File: src/rtl/pac_pkg.sv
package pac_pkg;

  typedef enum logic [1:0] {
    K_HIT    = 2'd0,
    K_PSEUDO = 2'd1,
    K_MISS   = 2'd2
  } kind_e;

  typedef enum logic [2:0] {
    S_IDLE,
    S_ALT,
    S_MREQ,
    S_MWAIT,
    S_RESP
  } state_e;

endpackage

File: src/rtl/pac_addr.sv
module pac_addr #(
  parameter int ADDR_W = 16,
  parameter int IDX_W  = 4,
  localparam int TAGX_W = ADDR_W - IDX_W + 1
) (
  input  logic [ADDR_W-1:0] addr,
  output logic [IDX_W-1:0]  home_slot,
  output logic [IDX_W-1:0]  alt_slot,
  output logic [TAGX_W-1:0] want_tag
);

  localparam logic [IDX_W-1:0] FLIP = IDX_W'(1) << (IDX_W - 1);

  assign home_slot = addr[IDX_W-1:0];
  assign alt_slot  = addr[IDX_W-1:0] ^ FLIP;
  // upper address bits plus the block's own top index bit
  assign want_tag  = {addr[ADDR_W-1:IDX_W], addr[IDX_W-1]};

endmodule

File: src/rtl/pac_match.sv
module pac_match #(
  parameter int TAGX_W = 13
) (
  input  logic              line_valid,
  input  logic [TAGX_W-1:0] line_tag,
  input  logic [TAGX_W-1:0] want_tag,
  output logic              hit
);

  assign hit = line_valid && (line_tag == want_tag);

endmodule

File: src/rtl/pac_store.sv
module pac_store #(
  parameter int SLOT_W = 4,
  parameter int TAGX_W = 13,
  parameter int DATA_W = 32,
  localparam int SLOTS = 1 << SLOT_W
) (
  input  logic                   clk,
  input  logic                   rst,
  input  logic [1:0][SLOT_W-1:0] rd_slot,
  output logic [1:0]             rd_valid,
  output logic [1:0][TAGX_W-1:0] rd_tag,
  output logic [1:0][DATA_W-1:0] rd_data,
  input  logic [1:0]             wr_en,
  input  logic [1:0][SLOT_W-1:0] wr_slot,
  input  logic [1:0]             wr_valid,
  input  logic [1:0][TAGX_W-1:0] wr_tag,
  input  logic [1:0][DATA_W-1:0] wr_data
);

  logic [SLOTS-1:0]  vld;
  logic [TAGX_W-1:0] tags [SLOTS];
  logic [DATA_W-1:0] words [SLOTS];

  always_ff @(posedge clk) begin
    if (rst) begin
      vld <= '0;
    end else begin
      for (int p = 0; p < 2; p++) begin
        if (wr_en[p]) vld[wr_slot[p]] <= wr_valid[p];
      end
    end
  end

  always_ff @(posedge clk) begin
    for (int p = 0; p < 2; p++) begin
      if (wr_en[p]) begin
        tags[wr_slot[p]]  <= wr_tag[p];
        words[wr_slot[p]] <= wr_data[p];
      end
    end
  end

  for (genvar p = 0; p < 2; p++) begin : g_rd
    assign rd_valid[p] = vld[rd_slot[p]];
    assign rd_tag[p]   = tags[rd_slot[p]];
    assign rd_data[p]  = words[rd_slot[p]];
  end

endmodule

File: src/rtl/pac_ctrl.sv
module pac_ctrl
  import pac_pkg::*;
(
  input  logic  clk,
  input  logic  rst,
  input  logic  req_valid,
  input  logic  hit_home,
  input  logic  hit_alt,
  input  logic  home_valid,
  input  logic  mem_req_ready,
  input  logic  mem_rsp_valid,
  input  logic  rsp_ready,
  output logic  req_ready,
  output logic  addr_load,
  output logic  mem_req_valid,
  output logic  mem_rsp_ready,
  output logic  rsp_valid,
  output logic  rsp_load,
  output kind_e rsp_kind_d,
  output logic  wr_swap,
  output logic  wr_fill,
  output logic  wr_move
);

  state_e state, state_d;

  always_ff @(posedge clk) begin
    if (rst) state <= S_IDLE;
    else     state <= state_d;
  end

  always_comb begin
    state_d       = state;
    req_ready     = 1'b0;
    addr_load     = 1'b0;
    mem_req_valid = 1'b0;
    mem_rsp_ready = 1'b0;
    rsp_valid     = 1'b0;
    rsp_load      = 1'b0;
    rsp_kind_d    = K_HIT;
    wr_swap       = 1'b0;
    wr_fill       = 1'b0;
    wr_move       = 1'b0;
    case (state)
      S_IDLE: begin
        req_ready = 1'b1;
        if (req_valid) begin
          addr_load = 1'b1;
          if (hit_home) begin
            rsp_load = 1'b1;
            state_d  = S_RESP;
          end else begin
            state_d = S_ALT;
          end
        end
      end
      S_ALT: begin
        if (hit_alt) begin
          rsp_load   = 1'b1;
          rsp_kind_d = K_PSEUDO;
          wr_swap    = 1'b1;
          state_d    = S_RESP;
        end else begin
          state_d = S_MREQ;
        end
      end
      S_MREQ: begin
        mem_req_valid = 1'b1;
        if (mem_req_ready) state_d = S_MWAIT;
      end
      S_MWAIT: begin
        mem_rsp_ready = 1'b1;
        if (mem_rsp_valid) begin
          rsp_load   = 1'b1;
          rsp_kind_d = K_MISS;
          wr_fill    = 1'b1;
          wr_move    = home_valid;
          state_d    = S_RESP;
        end
      end
      S_RESP: begin
        rsp_valid = 1'b1;
        if (rsp_ready) state_d = S_IDLE;
      end
      default: state_d = S_IDLE;
    endcase
  end

endmodule

File: src/rtl/pseudo_assoc_cache.sv
module pseudo_assoc_cache
  import pac_pkg::*;
#(
  parameter int ADDR_W = 16,
  parameter int IDX_W  = 4,
  parameter int DATA_W = 32
) (
  input  logic              clk,
  input  logic              rst,
  input  logic              req_valid,
  output logic              req_ready,
  input  logic [ADDR_W-1:0] req_addr,
  output logic              rsp_valid,
  input  logic              rsp_ready,
  output logic [DATA_W-1:0] rsp_data,
  output logic [1:0]        rsp_kind,
  output logic              mem_req_valid,
  input  logic              mem_req_ready,
  output logic [ADDR_W-1:0] mem_req_addr,
  input  logic              mem_rsp_valid,
  output logic              mem_rsp_ready,
  input  logic [DATA_W-1:0] mem_rsp_data
);

  localparam int TAGX_W = ADDR_W - IDX_W + 1;

  logic [ADDR_W-1:0] addr_q, cur_addr;
  logic [IDX_W-1:0]  home_slot, alt_slot;
  logic [TAGX_W-1:0] want_tag;

  logic [1:0][IDX_W-1:0]  rd_slot;
  logic [1:0]             rd_valid;
  logic [1:0][TAGX_W-1:0] rd_tag;
  logic [1:0][DATA_W-1:0] rd_data;
  logic [1:0]             probe_hit;

  logic [1:0]             wr_en;
  logic [1:0][IDX_W-1:0]  wr_slot;
  logic [1:0]             wr_valid;
  logic [1:0][TAGX_W-1:0] wr_tag;
  logic [1:0][DATA_W-1:0] wr_data;

  logic  addr_load, rsp_load, wr_swap, wr_fill, wr_move;
  kind_e rsp_kind_d, rsp_kind_q;
  logic [DATA_W-1:0] rsp_data_q;

  // the request is probed directly while idle, the held copy afterwards
  assign cur_addr = req_ready ? req_addr : addr_q;

  pac_addr #(.ADDR_W(ADDR_W), .IDX_W(IDX_W)) u_addr (
    .addr      (cur_addr),
    .home_slot (home_slot),
    .alt_slot  (alt_slot),
    .want_tag  (want_tag)
  );

  assign rd_slot[0] = home_slot;
  assign rd_slot[1] = alt_slot;

  pac_store #(.SLOT_W(IDX_W), .TAGX_W(TAGX_W), .DATA_W(DATA_W)) u_store (
    .clk      (clk),
    .rst      (rst),
    .rd_slot  (rd_slot),
    .rd_valid (rd_valid),
    .rd_tag   (rd_tag),
    .rd_data  (rd_data),
    .wr_en    (wr_en),
    .wr_slot  (wr_slot),
    .wr_valid (wr_valid),
    .wr_tag   (wr_tag),
    .wr_data  (wr_data)
  );

  for (genvar p = 0; p < 2; p++) begin : g_probe
    pac_match #(.TAGX_W(TAGX_W)) u_match (
      .line_valid (rd_valid[p]),
      .line_tag   (rd_tag[p]),
      .want_tag   (want_tag),
      .hit        (probe_hit[p])
    );
  end

  pac_ctrl u_ctrl (
    .clk           (clk),
    .rst           (rst),
    .req_valid     (req_valid),
    .hit_home      (probe_hit[0]),
    .hit_alt       (probe_hit[1]),
    .home_valid    (rd_valid[0]),
    .mem_req_ready (mem_req_ready),
    .mem_rsp_valid (mem_rsp_valid),
    .rsp_ready     (rsp_ready),
    .req_ready     (req_ready),
    .addr_load     (addr_load),
    .mem_req_valid (mem_req_valid),
    .mem_rsp_ready (mem_rsp_ready),
    .rsp_valid     (rsp_valid),
    .rsp_load      (rsp_load),
    .rsp_kind_d    (rsp_kind_d),
    .wr_swap       (wr_swap),
    .wr_fill       (wr_fill),
    .wr_move       (wr_move)
  );

  // port 0 writes the home slot: refill word or the line found in the alternate
  assign wr_en[0]    = wr_swap | wr_fill;
  assign wr_slot[0]  = home_slot;
  assign wr_valid[0] = wr_fill ? 1'b1 : rd_valid[1];
  assign wr_tag[0]   = wr_fill ? want_tag : rd_tag[1];
  assign wr_data[0]  = wr_fill ? mem_rsp_data : rd_data[1];

  // port 1 writes the alternate slot with the old home line
  assign wr_en[1]    = wr_swap | wr_move;
  assign wr_slot[1]  = alt_slot;
  assign wr_valid[1] = rd_valid[0];
  assign wr_tag[1]   = rd_tag[0];
  assign wr_data[1]  = rd_data[0];

  always_ff @(posedge clk) begin
    if (rst) begin
      addr_q <= '0;
    end else if (addr_load) begin
      addr_q <= req_addr;
    end
  end

  always_ff @(posedge clk) begin
    if (rst) begin
      rsp_data_q <= '0;
      rsp_kind_q <= K_HIT;
    end else if (rsp_load) begin
      rsp_kind_q <= rsp_kind_d;
      case (rsp_kind_d)
        K_HIT:    rsp_data_q <= rd_data[0];
        K_PSEUDO: rsp_data_q <= rd_data[1];
        default:  rsp_data_q <= mem_rsp_data;
      endcase
    end
  end

  assign rsp_data     = rsp_data_q;
  assign rsp_kind     = rsp_kind_q;
  assign mem_req_addr = addr_q;

endmodule

File: config.mk
export PLATFORM = sky130hd
export DESIGN_NAME = pseudo_assoc_cache
export DESIGN_NICKNAME = d
export VERILOG_FILES = /design/src/rtl/pac_pkg.sv /design/src/rtl/pac_addr.sv /design/src/rtl/pac_match.sv /design/src/rtl/pac_store.sv /design/src/rtl/pac_ctrl.sv /design/src/rtl/pseudo_assoc_cache.sv
export SDC_FILE = /design/constraint.sdc
export NUM_CORES = 1
export LEC_CHECK = 0
export ABC_CLOCK_PERIOD_IN_PS = 10200
export BUFFER_PORTS_ARGS = -buffer_cell sky130_fd_sc_hd__buf_2
export CAP_MARGIN = 20
export CELL_PAD_IN_SITES_DETAIL_PLACEMENT = 0
export CELL_PAD_IN_SITES_GLOBAL_PLACEMENT = 1
export CORE_UTILIZATION = 25
export DETAILED_ROUTE_END_ITERATION = 6
export GPL_ROUTABILITY_DRIVEN = 0
export GPL_TIMING_DRIVEN = 0
export PLACE_DENSITY = 0.46
export SYNTH_ARGS = -nofsm -noshare
export SYNTH_HDL_FRONTEND = slang
export SYNTH_SLANG_ARGS = --single-unit
File: constraint.sdc
create_clock -name clk -period 10.2 [get_ports clk]
set_clock_uncertainty 0.1 [all_clocks]
set_input_delay 0.51 -clock clk [delete_from_list [all_inputs] [get_ports clk]]
set_output_delay 0.51 -clock clk [all_outputs]
set_load 0.01 [all_outputs]
==> reports/summary.txt <==
outcome -> finished, final reports clean
worst vdd ir -> 126 uV
DR pass1 iterations -> 6
R2R Path End -> u_store.words[2][3]
Via density -> 5.31
fin crit share -> 65.8%
reg2reg setup slack -> 3480 ps
Critical path buffers and inverters -> 7
DR DRC count -> 0
crit end category -> flip-flop
initial antenna violation count -> 5
Layout area overhead -> 18.8%
R2R Path Start -> u_ctrl.state[2]
DP Wirelength -> 140,000 um
max_cap viols -> 0
via count -> 31,300
pwr dens -> 196 nW/um^2
die width -> 411 um
Hold Path Origin -> mem_rsp_data[18]
clock sink count -> 789
WL/cell -> 34.8 um
largest net degree at the start of global routing -> 32
Slew Limit Fails -> 0
Clk Latency, worst-skew pair -> 720 ps
root buffer cell -> clkbuf_16
Main synth FF type -> edfxtp_1
Required @ worst endpoint -> 10,470 ps
Final #Nets -> 3,682
H-tree depth -> 3
gr usage total -> 23.8%
crit-path cells -> buf_4 -> o31ai_2 -> buf_2 -> clkbuf_1 -> and3_1 -> a211oi_1 -> o22ai_1 -> xor2_1 -> nand2_1 -> a221oi_1 -> and4_1 -> buf_2 -> buf_2 -> o21bai_1 -> inv_4 -> buf_16
slowest CP cell -> clkbuf_1
Leak -> 17.3 nW
crit path max fanout -> 30
top-area cell type share of the netlist area -> 51.6%
syn nets -> 3,381
syn_area_per_cell -> 12.6 sq um
sequential area share after synthesis -> 54.9%
Yosys cell types -> 70
actual slew at the worst max-slew pin -> 1300 ps
post-layout util -> 30.0%
top-count cell post-synth -> mux2i_1
Routed Wire Length -> 206,000 um
asr flop ratio synth -> 0%
Setup TNS Final -> 0 ps
cell area after layout -> 49,800 sq um
Post-synth EDFFs -> 720
Hold Path Cell Cnt -> 4
Slew HR -> 13.3%
FMAX -> 149 MHz
cell count after synthesis -> 3,327
min Tclk post-route -> 6720 ps
CP delay by family, top -> buffers and inverters
Die Ht -> 411 um
Synth area leaders -> edfxtp_1 (52%), mux2i_1 (21%), dfxtp_1 (3.3%)
post-CTS setup buffers -> 0
Post-DP Area -> 46,200 sq um
CTS tree -> done
R2R depth -> 16
Reg clk slew, reported paths -> 60 ps
Die ar. -> 169,000 sq um
initial DRC count -> 3,142
first-pass GRT wire length -> 276,000 um
Detail Route Antenna Nets -> 0
Startpoint Class -> flip-flop
Worst path most repeated cell -> buf_2
area leader, netlist -> edfxtp_1
CORE AREA -> 166,000 sq um
vias in the first global route -> 31,100
Synth Register Bits -> 789
CP arrival -> 6980 ps
IO Port Bufs -> 106
Largest stage delay, worst path -> 830 ps
final setup fails -> 0
CTS Buf Count -> 99
Clock Path Buffers -> 3
Tot Pwr -> 9.77 mW
cell row count -> 149
Crit Path Class -> flip-flop to flip-flop
RSZ-0062 raised after global routing -> no
Ports -> 108
Initial Utilization -> 25.3%
HP Class -> input port to flip-flop
Post-Synthesis Cell Area -> 41,900 sq um
layout cells sized above 1 -> 13.9%
synth warn -> 0
Endpoint, Worst Hold -> rsp_data[18]
GRT Residual Overflow -> 0
Final Hold Viols -> 0
Commonest cells post-synth -> mux2i_1 (890), edfxtp_1 (720), nand2_1 (243)
[cell usage in the layout (no fill, tap or decap), types with 18 or more instances in the layout]
cell type	synthesis	routed
clkbuf_16	0	101
o221ai_1	46	46
o21ai_0	171	171
clkbuf_1	208	231
mux2_2	35	35
clkinv_1	0	19
dfxtp_1	69	69
dlygate4sd3_1	0	38
nand3b_1	25	25
a221o_1	60	60
nor2_1	71	71
buf_16	0	18
a21oi_1	98	98
nand2_1	243	243
mux2i_1	890	889
and3_1	53	53
buf_1	23	22
o211ai_1	60	60
buf_2	58	166
a211oi_1	51	51
edfxtp_1	720	720
or3_1	28	28
buf_6	26	28
a221oi_1	88	88
o21ai_1	18	18
inv_1	72	56
buf_8	36	68
[power by group]
| part | internal, mW | switching (mW) | total, mW |
|---|---|---|---|
| clock | 1.98 | 1.53 | 3.52 |
| combinational | 0.748 | 1.73 | 2.48 |
| sequential | 3.77 | 0.00815 | 3.78 |
| total | 6.50 | 3.27 | 9.77 |
[through the flow]
step	hold WS (ps)	cells	setup WS [ps]
finish	39.9	5901	3480
global route	23.4	5898	3410
CTS	1.18	5894	3480
detailed placement	358	5675	3510
global placement	355	5622	1250
floorplan	344	3327	5640
[metal layers]
layer	GRT usage, %	part of all wire (%)	vias up
li1	-	-	13500
met1	31.8	44	16400
met2	39.9	48	1182
met3	3.18	5.4	296
met4	7.17	3.3	0
met5	0	0	-
[state kept, by name (all words and copies together) (netlist names)]
name,cells
mem_req_addr,16
u_ctrl.state,3
rsp_data,32
u_store.tags,208
u_store.vld,16
rsp_kind,2
u_store.words,512
[layout make-up]
class	count	area [sq um]
diodes	3	7.51
plain buffers	358	2050
clock buffers	133	2710
clock inverters	49	409
fillers	16900	116000
inverters	72	310
multi-input cells	2108	16600
flip-flops and latches	789	23000
well taps	2189	2740
repair buffers	200	1950
[timing repair]
action / CTS / global route
hold buffers: 37 / 1
resized for setup: 0 / 0
hold endpoints to repair: 37 / 1
[worst max-delay path by stage]
stage                    start                  end  slack (ps)  cells after the start
2_1_floorplan  u_ctrl.state[2]   u_store.tags[0][0]        5640                     16
3_3_place_gp   u_ctrl.state[2]  u_store.words[2][3]        1250                     16
3_5_place_dp   u_ctrl.state[2]  u_store.words[2][3]        3510                     16
4_1_cts        u_ctrl.state[2]  u_store.words[2][2]        3480                     16
5_1_grt        u_ctrl.state[2]  u_store.words[2][4]        3410                     17
6_report       u_ctrl.state[2]  u_store.words[2][3]        3480                     16
[cells by family after synthesis]
family | share of synthesized area [%]
buf+inv | 5.52
compound gates | 11.5
simple gates | 5.37
xor+xnor | 0.397
mux | 22.3
flops | 54.9
[worst register-to-register path: cells and delay by family, from the launching register on]
family | cells | cell delay (ps)
simple gates | 3 | 680
xor+xnor | 1 | 190
buf+inv | 7 | 2860
compound gates | 5 | 2110
flops | 1 | 330
Power figures use the tool's default switching activity.
